===== config.mk =====
export PLATFORM = sky130hd
export DESIGN_NAME = dma_engine
export DESIGN_NICKNAME = d
export VERILOG_FILES = /design/src/rtl/dma_pkg.sv /design/src/rtl/dma_fifo.sv /design/src/rtl/dma_addr_gen.sv /design/src/rtl/dma_engine.sv
export SDC_FILE = /design/constraint.sdc
export NUM_CORES = 1
export LEC_CHECK = 0
export ABC_AREA = 1
export CAP_MARGIN = 40
export CELL_PAD_IN_SITES_DETAIL_PLACEMENT = 1
export CELL_PAD_IN_SITES_GLOBAL_PLACEMENT = 1
export CORE_UTILIZATION = 44
export DETAILED_ROUTE_END_ITERATION = 7
export PLACE_DENSITY = 0.85
export SYNTH_ARGS = -nofsm -noshare
export SYNTH_HDL_FRONTEND = slang
export SYNTH_SLANG_ARGS = --single-unit

===== constraint.sdc =====
create_clock -name clk_i -period 8.2 [get_ports clk_i]
set_input_delay 2.05 -clock clk_i [delete_from_list [all_inputs] [get_ports clk_i]]
set_output_delay 2.05 -clock clk_i [all_outputs]
set_load 0.01 [all_outputs]

===== src/rtl/dma_pkg.sv =====
package dma_pkg;
  typedef enum logic [2:0] {
    REG_STATUS = 3'd0,
    REG_SRC    = 3'd1,
    REG_DST    = 3'd2,
    REG_LEN    = 3'd3,
    REG_CTRL   = 3'd4
  } csr_sel_e;

  localparam int CB_GO    = 3;
  localparam int CB_IRQ   = 4;
  localparam int CB_SEOP  = 5;
  localparam int CB_DEOP  = 6;
  localparam int CB_SFIX  = 7;
  localparam int CB_DFIX  = 8;

  function automatic logic [4:0] beat_bytes(input logic [2:0] code);
    case (code)
      3'd0:    beat_bytes = 5'd1;
      3'd1:    beat_bytes = 5'd2;
      3'd2:    beat_bytes = 5'd4;
      3'd3:    beat_bytes = 5'd8;
      default: beat_bytes = 5'd16;
    endcase
  endfunction
endpackage


===== src/rtl/dma_fifo.sv =====
module dma_fifo #(
  parameter int WIDTH = 129,
  parameter int DEPTH = 4
) (
  input  logic             clk_i,
  input  logic             rst_ni,
  input  logic             clear_i,
  input  logic             push_i,
  input  logic [WIDTH-1:0] wdata_i,
  input  logic             pop_i,
  output logic [WIDTH-1:0] rdata_o,
  output logic             full_o,
  output logic             empty_o
);
  localparam int PTR_W = (DEPTH > 1) ? $clog2(DEPTH) : 1;

  logic [WIDTH-1:0] mem_q [DEPTH];
  logic [PTR_W-1:0] wptr_q, rptr_q;
  logic [PTR_W:0]   cnt_q;

  assign full_o  = (cnt_q == (PTR_W+1)'(DEPTH));
  assign empty_o = (cnt_q == '0);
  assign rdata_o = mem_q[rptr_q];

  always_ff @(posedge clk_i or negedge rst_ni) begin
    if (!rst_ni) begin
      wptr_q <= '0;
      rptr_q <= '0;
      cnt_q  <= '0;
    end else if (clear_i) begin
      wptr_q <= '0;
      rptr_q <= '0;
      cnt_q  <= '0;
    end else begin
      if (push_i) wptr_q <= (wptr_q == PTR_W'(DEPTH-1)) ? '0 : wptr_q + 1'b1;
      if (pop_i)  rptr_q <= (rptr_q == PTR_W'(DEPTH-1)) ? '0 : rptr_q + 1'b1;
      if (push_i && !pop_i)      cnt_q <= cnt_q + 1'b1;
      else if (pop_i && !push_i) cnt_q <= cnt_q - 1'b1;
    end
  end

  always_ff @(posedge clk_i) begin
    if (push_i) mem_q[wptr_q] <= wdata_i;
  end

  assert_no_push_full_R10: assert property (@(posedge clk_i) disable iff (!rst_ni)
    full_o && !clear_i |-> !push_i);
  assert_no_pop_empty_R10: assert property (@(posedge clk_i) disable iff (!rst_ni)
    empty_o |-> !pop_i);
  assert_count_bound_R10: assert property (@(posedge clk_i) disable iff (!rst_ni)
    cnt_q <= (PTR_W+1)'(DEPTH));
endmodule


===== src/rtl/dma_addr_gen.sv =====
module dma_addr_gen #(
  parameter int ADDR_W = 32
) (
  input  logic              clk_i,
  input  logic              rst_ni,
  input  logic              load_i,
  input  logic [ADDR_W-1:0] start_i,
  input  logic              adv_i,
  input  logic              fixed_i,
  input  logic [4:0]        size_i,
  output logic [ADDR_W-1:0] addr_o
);
  always_ff @(posedge clk_i or negedge rst_ni) begin
    if (!rst_ni)                addr_o <= '0;
    else if (load_i)            addr_o <= start_i;
    else if (adv_i && !fixed_i) addr_o <= addr_o + ADDR_W'(size_i);
  end

  assert_fixed_hold_R4: assert property (@(posedge clk_i) disable iff (!rst_ni)
    fixed_i && adv_i && !load_i |=> addr_o == $past(addr_o));
  assert_mem_step_R3: assert property (@(posedge clk_i) disable iff (!rst_ni)
    !fixed_i && adv_i && !load_i |=> addr_o == $past(addr_o) + ADDR_W'($past(size_i)));
endmodule


===== src/rtl/dma_engine.sv =====
module dma_engine
  import dma_pkg::*;
#(
  parameter int ADDR_W     = 32,
  parameter int DATA_W     = 128,
  parameter int LEN_W      = 16,
  parameter int FIFO_DEPTH = 4
) (
  input  logic              clk_i,
  input  logic              rst_ni,
  input  logic [2:0]        csr_addr_i,
  input  logic              csr_wr_i,
  input  logic [31:0]       csr_wdata_i,
  output logic [31:0]       csr_rdata_o,
  output logic              irq_o,
  output logic [ADDR_W-1:0] rd_addr_o,
  output logic              rd_read_o,
  input  logic              rd_waitreq_i,
  input  logic [DATA_W-1:0] rd_data_i,
  input  logic              rd_eop_i,
  output logic [ADDR_W-1:0] wr_addr_o,
  output logic              wr_write_o,
  input  logic              wr_waitreq_i,
  output logic [DATA_W-1:0] wr_data_o,
  input  logic              wr_eop_i
);
  localparam int FW = DATA_W + 1;

  logic [ADDR_W-1:0] src_q, dst_q;
  logic [LEN_W-1:0]  len_q, rd_rem_q, step_len;
  logic [2:0]        size_q;
  logic              irq_en_q, seop_en_q, deop_en_q, sfix_q, dfix_q;
  logic              busy_q, done_q, by_len_q, by_eop_q, rd_stop_q;
  logic [4:0]        size_b;

  logic              cfg_we, go, rd_acc, wr_acc, last_len, eop_hit, end_evt;
  logic              fifo_full, fifo_empty;
  logic [FW-1:0]     fifo_head;

  assign size_b   = beat_bytes(size_q);
  assign step_len = LEN_W'(size_b);
  assign cfg_we   = csr_wr_i && !busy_q;
  assign go       = cfg_we && (csr_addr_i == REG_CTRL) && csr_wdata_i[CB_GO];

  assign rd_read_o  = busy_q && !rd_stop_q && (rd_rem_q != '0) && !fifo_full;
  assign rd_acc     = rd_read_o && !rd_waitreq_i;
  assign wr_write_o = busy_q && !fifo_empty;
  assign wr_acc     = wr_write_o && !wr_waitreq_i;
  assign wr_data_o  = fifo_head[DATA_W-1:0];

  assign last_len = (len_q <= step_len);
  assign eop_hit  = fifo_head[DATA_W] || (deop_en_q && wr_eop_i);
  assign end_evt  = wr_acc && (last_len || eop_hit);
  assign irq_o    = done_q && irq_en_q;

  always_ff @(posedge clk_i or negedge rst_ni) begin
    if (!rst_ni) begin
      src_q <= '0; dst_q <= '0; len_q <= '0; rd_rem_q <= '0; size_q <= '0;
      irq_en_q <= 1'b0; seop_en_q <= 1'b0; deop_en_q <= 1'b0;
      sfix_q <= 1'b0; dfix_q <= 1'b0;
      busy_q <= 1'b0; done_q <= 1'b0; by_len_q <= 1'b0; by_eop_q <= 1'b0;
      rd_stop_q <= 1'b0;
    end else begin
      if (cfg_we) begin
        case (csr_addr_i)
          REG_SRC:  src_q <= csr_wdata_i[ADDR_W-1:0];
          REG_DST:  dst_q <= csr_wdata_i[ADDR_W-1:0];
          REG_LEN:  len_q <= csr_wdata_i[LEN_W-1:0];
          REG_CTRL: begin
            size_q    <= csr_wdata_i[2:0];
            irq_en_q  <= csr_wdata_i[CB_IRQ];
            seop_en_q <= csr_wdata_i[CB_SEOP];
            deop_en_q <= csr_wdata_i[CB_DEOP];
            sfix_q    <= csr_wdata_i[CB_SFIX];
            dfix_q    <= csr_wdata_i[CB_DFIX];
          end
          default: ;
        endcase
      end
      if (csr_wr_i && csr_addr_i == REG_STATUS && csr_wdata_i[0]) done_q <= 1'b0;

      if (go) begin
        busy_q    <= (len_q != '0);
        done_q    <= (len_q == '0);
        by_len_q  <= (len_q == '0);
        by_eop_q  <= 1'b0;
        rd_rem_q  <= len_q;
        rd_stop_q <= 1'b0;
      end else if (end_evt) begin
        busy_q   <= 1'b0;
        done_q   <= 1'b1;
        by_len_q <= last_len;
        by_eop_q <= eop_hit;
      end

      if (wr_acc) len_q <= last_len ? '0 : len_q - step_len;
      if (rd_acc) begin
        rd_rem_q <= (rd_rem_q <= step_len) ? '0 : rd_rem_q - step_len;
        if (seop_en_q && rd_eop_i) rd_stop_q <= 1'b1;
      end
    end
  end

  always_comb begin
    case (csr_addr_i)
      REG_STATUS: csr_rdata_o = {28'd0, by_eop_q, by_len_q, busy_q, done_q};
      REG_SRC:    csr_rdata_o = 32'(src_q);
      REG_DST:    csr_rdata_o = 32'(dst_q);
      REG_LEN:    csr_rdata_o = 32'(len_q);
      REG_CTRL:   csr_rdata_o = {23'd0, dfix_q, sfix_q, deop_en_q, seop_en_q,
                                 irq_en_q, 1'b0, size_q};
      default:    csr_rdata_o = '0;
    endcase
  end

  dma_fifo #(.WIDTH(FW), .DEPTH(FIFO_DEPTH)) u_fifo (
    .clk_i, .rst_ni,
    .clear_i (go || end_evt),
    .push_i  (rd_acc),
    .wdata_i ({seop_en_q && rd_eop_i, rd_data_i}),
    .pop_i   (wr_acc),
    .rdata_o (fifo_head),
    .full_o  (fifo_full),
    .empty_o (fifo_empty)
  );

  dma_addr_gen #(.ADDR_W(ADDR_W)) u_src_addr (
    .clk_i, .rst_ni, .load_i(go), .start_i(src_q), .adv_i(rd_acc),
    .fixed_i(sfix_q), .size_i(size_b), .addr_o(rd_addr_o)
  );

  dma_addr_gen #(.ADDR_W(ADDR_W)) u_dst_addr (
    .clk_i, .rst_ni, .load_i(go), .start_i(dst_q), .adv_i(wr_acc),
    .fixed_i(dfix_q), .size_i(size_b), .addr_o(wr_addr_o)
  );

  assert_busy_end_done_R11: assert property (@(posedge clk_i) disable iff (!rst_ni)
    $fell(busy_q) |-> done_q);
  assert_start_nonzero_R12: assert property (@(posedge clk_i) disable iff (!rst_ni)
    $rose(busy_q) |-> rd_rem_q != '0 && fifo_empty);
  assert_len_nonincr_R5: assert property (@(posedge clk_i) disable iff (!rst_ni)
    busy_q && $past(busy_q) |-> len_q <= $past(len_q));
  assert_no_read_after_stop_R6: assert property (@(posedge clk_i) disable iff (!rst_ni)
    rd_stop_q |-> !rd_read_o);
endmodule


; Yosys cells after proc, flatten, opt, wreduce, memory -nomap -nowiden
; Memories as Yosys holds them, arrays and structs flattened.
; Cells that the tools add are included.
[classes]
n_addsub = 8
order_cmp = 2
eq_ne = 10
n_mux = 36
n_reduce_logical = 52
[op_table]
columns = op, n
row1 = one-hot mux 32 bit (5 select lines), 1
row2 = two-way mux 32 bit, 4
row3 = two-way mux 16 bit, 7
row4 = adder 32 x 5 -> 32 bit, 2
row5 = <= comparator 16 x 5 -> 1 bit, 2
row6 = nonzero test 16 bit, 2
row7 = subtractor 16 x 5 -> 16 bit, 2
row8 = one-hot mux 5 bit (4 select lines), 1
row9 = logical AND 1 bit, 19
row10 = logical NOT 16 bit, 1
row11 = nonzero test 2 bit, 8
row12 = two-way mux 1 bit, 14
row13 = equality test 3 x 2 -> 1 bit (second input constant), 4
row14 = two-way mux 2 bit, 6
row15 = logical NOT 1 bit, 10
row16 = logical NOT 3 bit, 3
row17 = two-way mux 3 bit, 3
row18 = AND reduction 2 bit, 4
row19 = equality test 3 x 1 -> 1 bit (second input constant), 2
row20 = equality test 3 bit (second input constant), 2
row21 = nonzero test 3 bit, 2
row22 = adder 2 x 1 -> 2 bit (second input constant), 2
row23 = equality test 2 bit (second input constant), 2
row24 = adder 3 x 1 -> 3 bit (second input constant), 1
row25 = 2 further kinds, 4
[totals]
regBits = 180
ram_bits = 516
inputBits = 170
output_inout_bits = 227
wordCells = 129
memories = 1
[mem_list]
columns = memory, depth, word_bits, read_ports, rd_ports_with_merged_regs, wr, line_no
row1 = u_fifo.mem_q, 4, 129, 1, 0, 1, dma_fifo.sv:17  ; logic [WIDTH-1:0] mem_q [DEPTH];

; Logic depth before layout (Yosys ltp)
; Gate-level depths: netlist of run 1.
[depth]
depth_word = 10
depth_mapped = 16
mapped_depth_nobuf = 16

; Hierarchy
; From an unflattened synthesis of run 1, not the netlist that was laid out.
[hier_totals]
cells_unflattened = 3013
hier_area_um2 = 31157.4
[by_module_without_submodules]
columns = mod, n_inst, cells_per_inst, area_each_um2, seq_area_each_um2
row1 = dma_fifo, 1, 1312, 19533.7, 15670.0
row2 = dma_engine, 1, 822, 6298.5, 2727.6
row3 = dma_addr_gen at u_src_addr, 1, 435, 2670.1, 800.8
row4 = dma_addr_gen at u_dst_addr, 1, 444, 2655.0, 800.8

; Worst setup path after synthesis of run 1
; OpenSTA, ideal clock, no wires.
[synth_path]
path_kind = input to register
from = in rd_waitreq_i
to = mem u_fifo.mem_q[0][0], enable pin
setup_time_ns = 0.618
arrival_ns = 7.847
t_required_ns = 7.582
setup_slack_ns = -0.265
path_stages = 4
cell_sequence = inv_1 -> nand3_2 -> buf_2 -> nor2_1
[synth_between]
elab_chain_cells = 4
[synth_lines]
columns = item, line_no
row1 = from (decl), dma_engine.sv:18  ; input logic rd_waitreq_i,
row2 = logical NOT 1 bit, dma_engine.sv:46  ; assign rd_acc = rd_read_o && !rd_waitreq_i;
row3 = logical AND 1 bit, dma_engine.sv:46
row4 = two-way mux 1 bit, dma_fifo.sv:43  ; if (push_i) mem_q[wptr_q] <= wdata_i;
row5 = two-way mux 1 bit (not written as such), dma_fifo.sv:43
row6 = to (decl), dma_fifo.sv:17
; No other way between the ends.

; Worst setup path in the final report of run 1
[layout_path]
from = in csr_addr_i[2]
to = out csr_rdata_o[2]
[layout_between]
elab_chain_cells = 2
word_cells_on_any_way = 6
[layout_lines]
columns = item, line_no
row1 = from (decl), dma_engine.sv:11  ; input logic [2:0] csr_addr_i,
row2 = "equality test 3 bit, or another cell as far along", dma_engine.sv:105  ; case (csr_addr_i)
row3 = one-hot mux 32 bit (5 select lines) (*), dma_engine.sv:105
row4 = to (decl), dma_engine.sv:14  ; output logic [31:0] csr_rdata_o,
; Mark *: on every way between the ends. The rest lies on a longest branch, timed or not.

==> flow_summary.toml, run 1 <==
[power_and_ir_drop]
leakagePower_nw = 14.4
netSwitchingFraction = 0.387
p_int_w = 0.00848
p_seq_frac = 0.363
p_switching_w = 0.00535
pwr_density_cell_nw_per_um2 = 363
power_frac_comb = 0.380
clkPwrFrac = 0.258
peakVddDrop_mv = 0.229

[synth]
synth_flop_cell = "edfxtp_1"
synth-seq-area-share = 0.655
syn_inst = 2952
yosysWarnings = 0
netlist_area_um2 = 30500
syn_nets = 3153
synth_cell_types = 53
async_reset_ff_frac = 0.259
ys_ff_latch = 696
avgSynthCellArea_um2 = 10.3
synth_edf_count = 516

[clocking]
insertion_delay_ns = 0.63
clock-sinks = 696
cts_made_buffers = 77
post_cts_buffers = 0
cts_root_buf = "clkbuf_16"
hold_buffers = 0
cts_buffer_depth = 3
post_cts_resized = 0
cts_max_level = 3
clk_pin_slew_ns = 0.06
tritoncts = "done"

[drt]
num_vias = 24800
routed_wl_um = 107000
drc = 0
drt-initial-drc-count = 2451
first_pass_iters = 5
via_per_inst = 5.74
postRouteAntennaNets = 0
post_drt_wl_per_cell_um = 24.7

[timing]
skew_ns = 0.0245
min_period_ns = 6.49
holdWs_ns = 0.484
fmax_mhz = 154
hold_viol = 0
final-setup-viol-count = 0
rsz0062_at_grt = "no"
slew_viol_final = 0
slew_headroom = 0.357
post-route-period-util = 0.791
tightest_slew_ns = 0.964

[worst_setup_path]
slowest_stage = "clkdlybuf4s50_1"
cp_num_buf_inv = 4
endpoint_kind = "primary output"
arrival_ns = 4.44
startpoint_type = "primary input"
critPathMaxFanout = 16
cpLargestDelayFamily = "buffers and inverters"
reg2reg_depth = 11
critical_path_depth = 9
r2r-start = "size_q[2]"
slowest_delay_ns = 0.60
r2r_slack_ns = 4.64
required_ns = 6.15
rr_endpoint = "rd_rem_q[12]"
path_class = "primary input to primary output"
path_cells = "clkdlybuf4s50_1, inv_1, nand3_1, inv_1, nand2_1, o21ai_0, a221oi_1, o21ai_0, clkdlybuf4s50_1"

[floorplanning]
start_util = 0.445
row_count = 96
die_area_um2 = 70500
die_h_um = 265
io_pins = 397
core-area_um2 = 68600
dieWidth_um = 265

[layout]
layout-drive-gt1-share = 0.0542
nets = 3517
fillers = 7263
fin_util = 0.555
syn_to_final_growth_pct = 24.7

[hold_path]
min_path_type = "flop to flop"
hold_path_depth = 2
hold_path_startpoint = "src_q[22]"
worstHoldEndpoint = "src_q[22]"

[run_status]
status = "complete, no violations"

[flow_run]
cap_viol_max_count = 0

[grt]
grt-ovfl-total = 0
grt_pass1_vias = 25800
track_usage = 0.301
grt_first_pass_wirelength_um = 160000
antenna_found_initial = 16
grt_max_degree = 130

[placed_design]
port_buffers = 396
detailed_place_hpwl_um = 67300
gp_congestion = 0.923
## final cells by class
type,instances,area (µm²),share of cell area
Timing Repair Buffer,425,4360,0.115
Clock inverter,40,507,0.0133
Clock buffer,99,2040,0.0535
Antenna cell,5,12.5,0.000329
Multi-Input combinational cell,1907,9200,0.242
Sequential cell,696,20000,0.525
Tap cell,931,1160,0.0306
Inverter,209,792,0.0208
## logic make-up (layout without fill, tap and decap cells)
| group | Yosys count | after routing | share of synthesized area |
|---|---|---|---|
| buffers and inverters | 349 | 773 | 0.0452 |
| other | 0 | 5 | 0 |
| adders and majority gates | 31 | 31 | 0.0139 |
| DFF | 696 | 696 | 0.655 |
| and+or+nand+nor | 1217 | 1217 | 0.164 |
| AOI/OAI and AO/OA | 637 | 637 | 0.116 |
| xor gates and xnor gates | 22 | 22 | 0.00631 |
## per-stage QoR
stage          setup WS, ns  setup TNS [ns]  std cells  total power [W]  instance area [µm²]
2_1_floorplan        -0.265         -136.96       2952          0.00744                30500
3_3_place_gp           1.88               0       4159          0.00987                35300
3_5_place_dp           1.75               0       4168           0.0101                35500
4_1_cts                1.75               0       4307           0.0138                38100
5_1_grt                1.59               0       4309           0.0144                38100
6_report               1.71               0       4312           0.0138                38100
## cell usage after synthesis (7+ instances only)
cell type	n	area, µm²
nand2_1	546	2050
edfxtp_1	516	15500
nor2_1	439	1650
o21ai_0	396	1980
inv_1	203	762
dfrtp_1	180	4500
o22ai_1	151	945
nand3_1	130	651
clkbuf_1	91	342
a21oi_1	35	175
buf_2	35	175
nand4_1	32	200
ha_1	26	325
nor3_1	26	130
xor2_1	16	140
nand3b_1	10	75.1
o21ai_1	9	45.0
o211ai_1	8	60.1
or2_2	8	50.1
a22o_1	7	61.3
buf_4	7	52.6
## worst max-delay path by stage
stage	startpoint	to	slack (ns)
6_report	csr_addr_i[2]	csr_rdata_o[2]	1.71
5_1_grt	csr_addr_i[2]	csr_rdata_o[2]	1.59
4_1_cts	csr_addr_i[2]	csr_rdata_o[2]	1.75
3_5_place_dp	csr_addr_i[2]	csr_rdata_o[2]	1.75
3_3_place_gp	csr_addr_i[0]	csr_rdata_o[28]	1.88
2_1_floorplan	rd_waitreq_i	u_fifo.mem_q[0][0]	-0.27
## power by group through the flow
stage                     combinational [W]  sequential, W  clock [W]
after floorplan                     0.00262        0.00481          0
after global placement              0.00485        0.00502          0
after detailed placement            0.00510        0.00504          0
after CTS                           0.00523        0.00498    0.00361
after global routing                0.00567        0.00505    0.00371
final                               0.00525        0.00501    0.00356
## sequential cells by signal (all words and copies together) (netlist names), 2 cells and up
signal	cells
u_fifo.mem_q	516
dst_q	32
src_q	32
u_dst_addr.addr_o	32
u_src_addr.addr_o	32
len_q	16
rd_rem_q	16
size_q	3
u_fifo.cnt_q	3
u_fifo.rptr_q	2
u_fifo.wptr_q	2
## placed cells by master, fill, tap and decap left out, drive strengths merged, types with 25 or more instances in the layout
master	count
a21oi	37
clkinv	25
o22ai	151
nand2	551
inv	213
clkbuf	100
ha	26
buf	29
dfrtp	180
o21ai	405
nor3	27
nand3	132
edfxtp	516
nand4	33
clkdlybuf4s50	395
nor2	445
## per-layer routing
metal / GRT usage / vias up / wire length, µm
met2: 0.517 / 1043 / 52900
met5: 0 / - / 131
met3: 0.0825 / 252 / 9520
li1: - / 11000 / -
met4: 0.104 / 20 / 3550
met1: 0.362 / 12400 / 40500
## tightest hold or removal path: cells and delay by family (launching register included)
| family | cells | cell delay, ns |
|---|---|---|
| AOI/OAI and AO/OA | 1 | 0.06 |
| DFF | 1 | 0.34 |
| and+or+nand+nor | 1 | 0.05 |
No activity file was read; power rests on OpenSTA's default activity.
==> run 2: changes to the inputs <==
--- a/config.mk
+++ b/config.mk
@@ -9,9 +9,9 @@
 export CAP_MARGIN = 40
 export CELL_PAD_IN_SITES_DETAIL_PLACEMENT = 1
 export CELL_PAD_IN_SITES_GLOBAL_PLACEMENT = 1
-export CORE_UTILIZATION = 44
+export CORE_UTILIZATION = 39
 export DETAILED_ROUTE_END_ITERATION = 7
-export PLACE_DENSITY = 0.85
+export PLACE_DENSITY = 0.8
 export SYNTH_ARGS = -nofsm -noshare
 export SYNTH_HDL_FRONTEND = slang
 export SYNTH_SLANG_ARGS = --single-unit
==> constraint.sdc (replaced) <==
create_clock -name clk_i -period 5.7 [get_ports clk_i]
set_input_delay 1.425 -clock clk_i [delete_from_list [all_inputs] [get_ports clk_i]]
set_output_delay 1.425 -clock clk_i [all_outputs]
set_load 0.01 [all_outputs]
==> run 2 against run 1 <==
Core utilization shrank 6.2 points. Final cell count grew 2.8%. Die area grew 13%. Critical endpoint is now csr_rdata_o[28]. Largest cell class unchanged. Largest power group unchanged.
==> flow_summary.toml, run 2 (synthesized netlist as in run 1, its figures left out) <==
[drt]
wl_met3_um = 8660
routed-wl-met2_um = 50000
met1_length_um = 39600
num_vias = 24300
post_drt_wl_per_cell_um = 22.9
routed_wl_um = 101000
postRouteAntennaNets = 0
via_per_inst = 5.47
drc = 0
first_pass_iters = 5
drt-initial-drc-count = 2119
highest_layer = "met5"

[power_and_ir_drop]
clkPwrFrac = 0.249
power_frac_comb = 0.382
netSwitchingFraction = 0.385
p_switching_w = 0.00750
fin_total_pwr_w = 0.0195
pwr_density_cell_nw_per_um2 = 509
p_seq_frac = 0.369
peakVddDrop_mv = 0.341
leakagePower_nw = 14.4
p_int_w = 0.0120

[timing]
fmax_mhz = 198
post-route-period-util = 0.884
fin_setup_tns_ns = 0
slew_viol_final = 0
rsz0062_at_grt = "no"
min_period_ns = 5.04
holdWs_ns = 0.490
hold_viol = 0
skew_ns = 0.0335
final-setup-viol-count = 0
slew_headroom = 0.288
tightest_slew_ns = 1.07

[worst_setup_path]
endpoint_kind = "primary output"
path_class = "primary input to primary output"
startpoint_type = "primary input"
arrival_ns = 3.61
critPathMaxFanout = 28
reg2reg_depth = 13
r2r_slack_ns = 2.14
r2r-start = "size_q[2]"
required_ns = 4.28
rr_endpoint = "rd_rem_q[9]"

[flow_run]
cap_viol_max_count = 0

[layout]
largest_reg_flops = 516
layout-drive-gt1-share = 0.0551
nets = 3535
fillers = 8399
fin_util = 0.494
top_register = "u_fifo.mem_q"
layout_commonest_cell = "nand2_1"
postLayoutCellArea_um2 = 38300
layout_common_cells = "nand2_1, edfxtp_1, nor2_1"
syn_to_final_growth_pct = 25.2

[clocking]
post_cts_resized = 0
post_cts_buffers = 0
cts_buffer_depth = 3
hold_buffers = 0
cts_made_buffers = 76
clock-sinks = 696
clk_pin_slew_ns = 0.05
tritoncts = "done"
cts_root_buf = "clkbuf_16"
cts_max_level = 3
insertion_delay_ns = 0.63

[floorplanning]
row_count = 102
die_h_um = 282
core-area_um2 = 77500
die_area_um2 = 79400
io_pins = 397
start_util = 0.394
dieWidth_um = 282

[hold_path]
hold_path_startpoint = "src_q[22]"
min_path_type = "flop to flop"
hold_path_depth = 2
worstHoldEndpoint = "src_q[22]"

[placed_design]
dpl_cell_area_um2 = 35800
detailed_place_hpwl_um = 68800
port_buffers = 396
gp_congestion = 0.934

[grt]
antenna_found_initial = 12
grt_first_pass_wirelength_um = 153000
grt_max_degree = 233
track_usage = 0.253
grt_pass1_vias = 25400
grt-ovfl-total = 0

[run_status]
status = "complete, no violations"
==> run 2: changes by cell type in the layout (fill, tap and decap cells not counted), sizes merged <==
cell / previous run / this run
clkinvlp: 2 / 3
clkinv: 25 / 20
buf: 29 / 48
inv: 213 / 211
diode: 5 / 1
clkbuf: 100 / 107
bufinv: 9 / 4
==> run 2: power by group through the flow <==
stage	Clock [W]	Sequential, W	Combinational, W
final	0.00485	0.00719	0.00743
after global routing	0.00509	0.00724	0.00812
after CTS	0.00493	0.00716	0.00744
after detailed placement	0	0.00725	0.00734
after global placement	0	0.00722	0.00708
after floorplan	0	0.00692	0.00377
==> run 2: metrics by stage <==
stage | std cells | setup slack, ns
global placement | 4293 | 0.699
detailed placement | 4296 | 0.639
global route | 4432 | 0.525
floorplan | 2952 | -2.14
finish | 4432 | 0.662
CTS | 4431 | 0.633
==> run 2: cell type report <==
class / count / area [µm²] / area share
clock buffers: 106 / 2070 / 0.0540
well taps: 1040 / 1300 / 0.0340
inverters: 209 / 792 / 0.0207
repair buffers: 444 / 4520 / 0.118
flip-flops and latches: 696 / 20000 / 0.523
clock inverters: 29 / 362 / 0.00945
multi-input cells: 1907 / 9200 / 0.241
diodes: 1 / 2.50 / 0.0000654
==> run 2: worst max-delay path: stages <==
cell             delay [ns]
clkdlybuf4s50_1        0.60
nand3_1                0.12
buf_4                  0.20
inv_2                  0.45
nand2_1                0.13
o21ai_0                0.11
clkdlybuf4s50_1        0.57
==> run 2: layer usage <==
layer | GRT usage | up-vias
met4 | 0.0825 | 20
met2 | 0.430 | 850
met1 | 0.307 | 12200
met3 | 0.0718 | 194
li1 | - | 11000
met5 | 0 | -
==> run 2: worst max-delay path by stage <==
stage                   from            endpoint  slack [ns]  depth (start not counted)
3_5_place_dp   csr_addr_i[1]      csr_rdata_o[9]        0.64                          7
2_1_floorplan   rd_waitreq_i  u_fifo.mem_q[0][0]       -2.14                          4
4_1_cts        csr_addr_i[1]      csr_rdata_o[9]        0.63                          7
3_3_place_gp   csr_addr_i[1]      csr_rdata_o[3]        0.70                          7
6_report       csr_addr_i[1]     csr_rdata_o[28]        0.66                          7
5_1_grt        csr_addr_i[2]     csr_rdata_o[21]        0.53                          8
